==> src/rtl/fmt_pkg.sv <==
package fmt_pkg;

    localparam int SAMPLE_W = 14;
    localparam int CTL_LO   = 6;   // lowest line the control port borrows

    typedef enum logic [1:0] {
        FMT_FULL = 2'b00,
        FMT_MUX8 = 2'b01,
        FMT_MUX7 = 2'b10,
        FMT_MUX4 = 2'b11
    } fmt_mode_e;

    typedef struct packed {
        fmt_mode_e             mode;
        logic [SAMPLE_W-1:0]   data;
    } hold_t;

    // Place slice number idx of sample d on the bus for format m.
    function automatic logic [SAMPLE_W-1:0] place_slice(
        input fmt_mode_e           m,
        input logic [SAMPLE_W-1:0] d,
        input logic [1:0]          idx
    );
        logic [SAMPLE_W-1:0] r;
        r = '0;
        unique case (m)
            FMT_FULL: r = d;
            FMT_MUX8: r = idx[0] ? {d[5:0], 8'b0} : {d[13:6], 6'b0};
            FMT_MUX7: r = idx[0] ? {d[6:0], 7'b0} : {d[13:7], 7'b0};
            FMT_MUX4: begin
                unique case (idx)
                    2'd0: r = {d[13:10], 10'b0};
                    2'd1: r = {d[9:6],   10'b0};
                    2'd2: r = {d[5:2],   10'b0};
                    2'd3: r = {d[1:0],   12'b0};
                endcase
            end
        endcase
        return r;
    endfunction

endpackage

==> src/rtl/fmt_phase_ctr.sv <==
module fmt_phase_ctr
    import fmt_pkg::*;
#(
    parameter int PERIOD = 8
) (
    input  logic      clk,
    input  logic      rst,
    input  logic      restart,
    input  fmt_mode_e mode,
    output logic [1:0] slice_idx
);
    localparam int CW = (PERIOD > 2) ? $clog2(PERIOD) : 1;
    localparam logic [CW-1:0] LAST = CW'(PERIOD - 1);
    localparam logic [CW-1:0] Q1   = CW'(PERIOD / 4);
    localparam logic [CW-1:0] Q2   = CW'(PERIOD / 2);
    localparam logic [CW-1:0] Q3   = CW'((3 * PERIOD) / 4);

    logic [CW-1:0] cnt_q;

    // Clock count since the last strobe, held at the period end.
    always_ff @(posedge clk) begin
        if (rst)             cnt_q <= '0;
        else if (restart)    cnt_q <= '0;
        else if (cnt_q != LAST) cnt_q <= cnt_q + 1'b1;
    end

    always_comb begin
        slice_idx = 2'd0;
        unique case (mode)
            FMT_FULL: slice_idx = 2'd0;
            FMT_MUX8,
            FMT_MUX7: slice_idx = (cnt_q < Q2) ? 2'd0 : 2'd1;
            FMT_MUX4: begin
                if      (cnt_q < Q1) slice_idx = 2'd0;
                else if (cnt_q < Q2) slice_idx = 2'd1;
                else if (cnt_q < Q3) slice_idx = 2'd2;
                else                 slice_idx = 2'd3;
            end
        endcase
    end
endmodule

==> src/rtl/fmt_slicer.sv <==
module fmt_slicer
    import fmt_pkg::*;
(
    input  hold_t                hold,
    input  logic [1:0]           slice_idx,
    output logic [SAMPLE_W-1:0]  bus_val
);
    always_comb bus_val = place_slice(hold.mode, hold.data, slice_idx);
endmodule

==> src/rtl/fmt_bus_enable.sv <==
module fmt_bus_enable
    import fmt_pkg::*;
(
    input  logic                 out_dis,
    input  logic                 ctl_take,
    output logic [SAMPLE_W-1:0]  line_en
);
    for (genvar g = 0; g < SAMPLE_W; g++) begin : g_line
        if (g >= CTL_LO) begin : g_shared
            assign line_en[g] = !out_dis && !ctl_take;
        end else begin : g_owned
            assign line_en[g] = !out_dis;
        end
    end
endmodule

==> src/rtl/sample_out_fmt.sv <==
module sample_out_fmt
    import fmt_pkg::*;
#(
    parameter int PERIOD = 8
) (
    input  logic        clk,
    input  logic        rst,
    input  logic        smp_stb,
    input  logic [13:0] smp_data,
    input  logic [1:0]  fmt_sel,
    input  logic        out_dis,
    input  logic        ctl_take,
    output logic [13:0] out_data,
    output logic [13:0] out_en
);
    hold_t      hold_q;
    logic [1:0] slice_idx;

    // Holding register: sample and format move only on a strobe.
    always_ff @(posedge clk) begin
        if (rst) begin
            hold_q.mode <= FMT_FULL;
            hold_q.data <= '0;
        end else if (smp_stb) begin
            hold_q.mode <= fmt_mode_e'(fmt_sel);
            hold_q.data <= smp_data;
        end
    end

    fmt_phase_ctr #(.PERIOD(PERIOD)) u_phase (
        .clk       (clk),
        .rst       (rst),
        .restart   (smp_stb),
        .mode      (hold_q.mode),
        .slice_idx (slice_idx)
    );

    fmt_slicer u_slice (
        .hold      (hold_q),
        .slice_idx (slice_idx),
        .bus_val   (out_data)
    );

    fmt_bus_enable u_en (
        .out_dis   (out_dis),
        .ctl_take  (ctl_take),
        .line_en   (out_en)
    );
endmodule

==> config.mk <==
export PLATFORM = sky130hd
export DESIGN_NAME = sample_out_fmt
export DESIGN_NICKNAME = d
export VERILOG_FILES = /design/src/rtl/fmt_pkg.sv /design/src/rtl/fmt_phase_ctr.sv /design/src/rtl/fmt_slicer.sv /design/src/rtl/fmt_bus_enable.sv /design/src/rtl/sample_out_fmt.sv
export SDC_FILE = /design/constraint.sdc
export NUM_CORES = 1
export LEC_CHECK = 0
export BUFFER_PORTS_ARGS = -buffer_cell sky130_fd_sc_hd__buf_2
export CELL_PAD_IN_SITES_DETAIL_PLACEMENT = 0
export CELL_PAD_IN_SITES_GLOBAL_PLACEMENT = 1
export CORE_MARGIN = 3
export CORE_UTILIZATION = 31
export CTS_CLUSTER_SIZE = 12
export DETAILED_ROUTE_END_ITERATION = 16
export GPL_TIMING_DRIVEN = 0
export PLACE_DENSITY_LB_ADDON = 0.1
export SYNTH_ARGS = -nofsm -noshare
export SYNTH_HDL_FRONTEND = slang
export SYNTH_HIERARCHICAL = 1
export SYNTH_SLANG_ARGS = --single-unit
==> constraint.sdc <==
create_clock -name clk -period 1.44 [get_ports clk]
set_input_delay 0.072 -clock clk [delete_from_list [all_inputs] [get_ports clk]]
set_output_delay 0.072 -clock clk [all_outputs]
set_load 0.02 [all_outputs]
## After elaboration in Yosys (flattened, before gate mapping)

Index checks and enable logic that the tools add are counted.

| word-level totals | value |
|---|---|
| bits of input ports | 21 |
| logic and storage cells | 30 |
| register bits after elaboration | 19 |
| output and inout bits | 28 |

| operators by class | value |
|---|---|
| mux-type cells | 9 |
| magnitude comparators | 3 |
| add/subtract/negate cells | 1 |
| equality and inequality tests | 7 |
| reduce and logical (&&, ||, !) cells | 7 |

Operators with widths:

| kind | count |
|---|---|
| 14-bit case mux with 4 select lines | 2 |
| 14-bit 2-to-1 mux | 2 |
| 2-bit == test (second input constant) | 4 |
| 3-bit < comparator (second input constant) | 2 |
| 2-bit case mux with 3 select lines | 1 |
| 2-bit by 1-bit == test with 1-bit output (second input constant) | 2 |
| 2-bit zero test | 2 |
| 2-bit 2-to-1 mux | 2 |
| 2-bit OR reduction | 2 |
| 3-bit by 1-bit adder with 3-bit output (second input constant) | 1 |
| 3-bit by 2-bit < comparator with 1-bit output (second input constant) | 1 |
| 3-bit != test (second input constant) | 1 |
| 1-bit zero test | 2 |
| 1-bit 2-to-1 mux | 2 |
| 1-bit logical AND | 1 |

## Longest topological paths before layout

| logic depth | value |
|---|---|
| depth in word-level cells | 8 |
| depth in mapped cells | 9 |

## By module

The synthesis kept the hierarchy.

By module, submodules not included:

| module | instances | seq. area each (um2) | cells each | area each (um2) |
|---|---|---|---|---|
| sample_out_fmt | 1 | 320.3 | 52 | 580.6 |
| fmt_slicer | 1 | 0.0 | 60 | 402.9 |
| fmt_phase_ctr | 1 | 60.1 | 19 | 180.2 |
| fmt_bus_enable | 1 | 0.0 | 14 | 97.6 |

## Worst setup path after synthesis

No wires, ideal clock.

| timing | value |
|---|---|
| path kind | flip-flop to output port |
| start point | register hold_q[15] (netlist name) |
| end point | output out_data[6] |
| cell stages (with the launch flop) | 8 |
| data arrival time | 1725 ps |
| setup slack | -357 ps |
| path buffers | 2 |
| cell sequence | dfxtp_1 -> inv_1 -> ha_1 -> a22oi_1 -> nor2_1 -> buf_2 -> buf_4 -> a211oi_1 |

| between the ends | value |
|---|---|
| word-level cells in the longest chain between the ends | 5 |
| elaborated cells on any way between the ends | 8 |

RTL lines:

| what | RTL line | text |
|---|---|---|
| 2-bit by 1-bit == test with 1-bit output / 2-bit == test (equally long branches) | fmt_phase_ctr.sv:29 | `unique case (mode)` |
| 2-bit OR reduction | fmt_phase_ctr.sv:29 |  |
| 2-bit case mux with 3 select lines (*) | fmt_phase_ctr.sv:29 |  |
| via slice_idx[0] | sample_out_fmt.sv:17 | `logic [1:0] slice_idx;` |
| 14-bit 2-to-1 mux (*) | fmt_pkg.sv:28 | `FMT_MUX8: r = idx[0] ? {d[5:0], 8'b0} : {d[13:6], 6'b0};` |
| 14-bit case mux with 4 select lines (*) | fmt_pkg.sv:26 | `unique case (m)` |
| end: declaration | sample_out_fmt.sv:13 | `output logic [13:0] out_data,` |

Mark *: on every way through the listed nets, which the timed path passes. The rest lies on a longest branch.

## Worst setup path in the final report

| timing | value |
|---|---|
| start point | register hold_q[15] (netlist name) |
| end point | output out_data[12] |

| between the ends | value |
|---|---|
| word-level cells in the longest chain between the ends | 6 |
| elaborated cells on any way between the ends | 14 |

RTL lines:

| what | RTL line | text |
|---|---|---|
| 2-bit by 1-bit == test with 1-bit output / 2-bit == test (equally long branches) | fmt_phase_ctr.sv:29 |  |
| 2-bit OR reduction | fmt_phase_ctr.sv:29 |  |
| 2-bit case mux with 3 select lines (*) | fmt_phase_ctr.sv:29 |  |
| via slice_idx[0] | sample_out_fmt.sv:17 |  |
| 2-bit == test (tied with other cells) | fmt_pkg.sv:31 | `unique case (idx)` |
| 14-bit case mux with 4 select lines | fmt_pkg.sv:31 |  |
| 14-bit case mux with 4 select lines (*) | fmt_pkg.sv:26 |  |

Mark *: on every way through the listed nets, which the timed path passes. The rest lies on a longest branch. The select of a mux whose other input is x is not followed.

==> out/summary.log <==
qor: status.status finished, violations left
qor: status.violations setup timing
qor: worst_setup_path.crit_path_end_kind output port
qor: grt.grt_usage 14.2%
qor: detailed_routing.totalWireLength 3.42 mm
qor: sta.worst_clock_skew 0.000102 ns
qor: detailed_routing.drt-vias-per-instance 4.84
qor: synthesis.synth_enable_flop_cells 0
qor: sta.max_slew_margin 71.6%
qor: sta.post-route-worst-setup-slack -0.560 ns
qor: synthesis.mappedNetlistArea 1260 µm²
qor: sta.hold_violations 0
qor: synthesis.synthDominantCellAreaShare 30.2%
qor: power.p_per_area 677 nW/µm²
qor: power.power_leakage 0.947 nW
qor: grt.first_global_vias 1176
qor: die.chipWidth 69.8 µm
qor: cts.clk_latency 0.26 ns
qor: synthesis.synth_flop_cell sky130_fd_sc_hd__dfxtp_1
qor: worst_setup_path.critPathKind register to output port
qor: cts.clock_path_buffers 2
qor: die.fp.dieArea 4870 µm²
qor: sta.maxSlewViolCount 0
qor: detailed_routing.detail-route-antenna-nets 0
qor: sta.finish_stage_setup_viols 14
qor: worst_setup_path.max_fo_critical_path 7
qor: detailed_routing.detail_route.drc_violations 0
qor: synthesis.synth_async_sr_flop_share 0%
qor: synthesis.seq_area_frac_synth 30.2%
qor: die.initial_core_util 33.2%
qor: grt.maximum_number_of_pins_on_one_net_before_global_route_repair 12
qor: sta.post-route-period-util 139%
qor: place.buffer_ports.inserted 48
qor: synthesis.synth_area_leader_cell sky130_fd_sc_hd__dfxtp_1
qor: place.gp_routability_congestion 0.808
qor: die.floorplan.core_area 3800 µm²
qor: synthesis.mappedNetlistNets 170
qor: cells_and_area.flow.area_growth_from_synthesis 61.0%
qor: sta.rsz0062_at_grt yes
qor: run.cap_viol_max_count 0
qor: detailed_routing.detail_route.first_pass.iterations 4
qor: die.die_extent_in_y 69.8 µm
qor: cts.clkSinkCount 19
qor: cells_and_area.design.final.nets 234
qor: cts.cts.hold.buffers_added 0
qor: power.power.ir.vdd_worst 454 µV
qor: sta.achievable-frequency 0.500 GHz
qor: synthesis.ys_seq_elements 19
qor: cells_and_area.finish.instance_area 2030 µm²
qor: detailed_routing.wire_per_inst 13.4 µm
qor: cells_and_area.antenna-diode-count 0
qor: place.postPlaceCellArea 1620 µm²
qor: synthesis.syn-mean-instance-area 8.70 µm²
qor: grt.grt_first_pass_wirelength 5.66 mm
qor: cts.cts_htree_levels 1
qor: cells_and_area.drive_above_1_share 59.6%
qor: grt.grt_antenna_before_repair 0
qor: cts.clock_tree_root_buffer_cell sky130_fd_sc_hd__clkbuf_8
qor: grt.global_route.overflow_total 0
qor: die.rows 22
qor: worst_setup_path.arrival 1.93 ns
qor: synthesis.synth.top_cells.by_area sky130_fd_sc_hd__dfxtp_1 (30%), sky130_fd_sc_hd__mux2i_1 (16%), sky130_fd_sc_hd__buf_4 (8.3%), sky130_fd_sc_hd__nor2_1 (6.5%), sky130_fd_sc_hd__ha_1 (4.0%)
qor: die.design.portCount 49
qor: synthesis.yosys_warnings 6
qor: detailed_routing.vias 1238
qor: synthesis.synth.lib_cells_used.distinct 33
qor: cts.cts.reportedPaths.clkPinSlew 0.07 ns
qor: hold_path.holdCritPathClass primary input to register
qor: worst_setup_path.timing.critical_path.from_type register
qor: place.detailedPlacementHpwl 2.44 mm
qor: sta.timing.final.crit_period 2.00 ns
qor: sta.tightest_slew 0.425 ns
qor: detailed_routing.drt-initial-drc-count 24
qor: cells_and_area.layout_commonest_cell sky130_fd_sc_hd__buf_2
qor: worst_setup_path.required 1.37 ns
qor: cells_and_area.layout.core_utilization 53.5%
qor: cells_and_area.final_cell_mix sky130_fd_sc_hd__buf_2 (36), sky130_fd_sc_hd__buf_4 (21), sky130_fd_sc_hd__buf_6 (20), sky130_fd_sc_hd__mux2i_1 (19), sky130_fd_sc_hd__nor2_1 (18)
qor: cts.tritoncts built
qor: synthesis.netlist_instances 145
qor: cts.tritoncts.num_buffers 3
power by group:
group / internal (mW) / switching [mW]
Clock: 0.192 / 0.179
Sequential: 0.554 / 0.0361
Combinational: 0.218 / 0.196
Total: 0.964 / 0.411
layer usage:
metal / wire length [µm] / GRT usage, %
met1: 1580 / 18.7
met4: 39 / 4.47
met2: 1570 / 22.9
met5: 0 / 0
met3: 237 / 3.33
flip-flops by register name (all words and copies together) (netlist names):
signal / flops
hold_q: 16
u_phase/cnt_q: 3
critical path: stages (launching register included):
cell                      delay (ns)
sky130_fd_sc_hd__dfxtp_4        0.37
sky130_fd_sc_hd__inv_2          0.05
sky130_fd_sc_hd__ha_4           0.25
sky130_fd_sc_hd__a22oi_2        0.05
sky130_fd_sc_hd__nor2_2         0.13
sky130_fd_sc_hd__buf_6          0.16
sky130_fd_sc_hd__nand2_4        0.12
sky130_fd_sc_hd__o211a_1        0.26
sky130_fd_sc_hd__o22ai_4        0.15
sky130_fd_sc_hd__buf_6          0.14
final cells by class:
class	count	area (µm²)
Clock inverter	1	5.00
Inverter	7	26.3
Timing Repair Buffer	59	439
Sequential cell	19	388
Multi-Input combinational cell	96	861
Fill cell	363	1770
Clock buffer	3	41.3
Buffer	23	210
Tap cell	48	60.1
synthesized netlist by cell type (3+ instances only):
library cell and count:
sky130_fd_sc_hd__buf_2 5, sky130_fd_sc_hd__nor3_1 5, sky130_fd_sc_hd__inv_1 7, sky130_fd_sc_hd__mux2i_1 20, sky130_fd_sc_hd__ha_1 4, sky130_fd_sc_hd__a21oi_1 5, sky130_fd_sc_hd__and2_1 4, sky130_fd_sc_hd__o22ai_1 4
sky130_fd_sc_hd__buf_4 14, sky130_fd_sc_hd__nand2_1 3, sky130_fd_sc_hd__nor2_1 22, sky130_fd_sc_hd__o21ai_0 3, sky130_fd_sc_hd__nor3b_1 4, sky130_fd_sc_hd__dfxtp_1 19
final timing paths:
path               startpoint  slack, ns                to  cells past startpoint
max                hold_q[15]      -0.56      out_data[12]                      9
min                       rst       0.01  u_phase/cnt_q[2]                      2
max reg2reg  u_phase/cnt_q[0]       0.31  u_phase/cnt_q[0]                      4
min reg2reg        hold_q[10]       0.50        hold_q[10]                      2
stage by stage:
stage                     TNS, ns  power [mW]  worst slack, ns  instances  hold slack (ns)
after floorplan            -0.961       0.815           -0.148        145            0.149
after global placement      -2.65       0.912           -0.384        241            0.289
after detailed placement    -2.81       0.919           -0.394        241            0.291
after CTS                   -5.82        1.38           -0.623        254           0.0132
after global routing        -6.54        1.45           -0.653        256          0.00903
final                       -5.44        1.37           -0.560        256           0.0144
cells by family after synthesis:
family                     Yosys count  synth area share [%]
DFF                                 19                  30.2
adders and majority gates            4                  3.97
AOI/OAI and AO/OA                   25                  13.6
and+or+nand+nor                     45                  17.9
buffers and inverters               30                  16.1
muxes                               21                  17.7
xor gates and xnor gates             1                 0.695
timing repair:
item / in CTS / in global routing
gates cloned: 3 / 0
endpoints found under the setup margin: 13 / 14
gates resized for setup: 62 / 11
pin swaps: 16 / 8
buffers inserted: 6 / 4
Power figures use the tool's default switching activity.
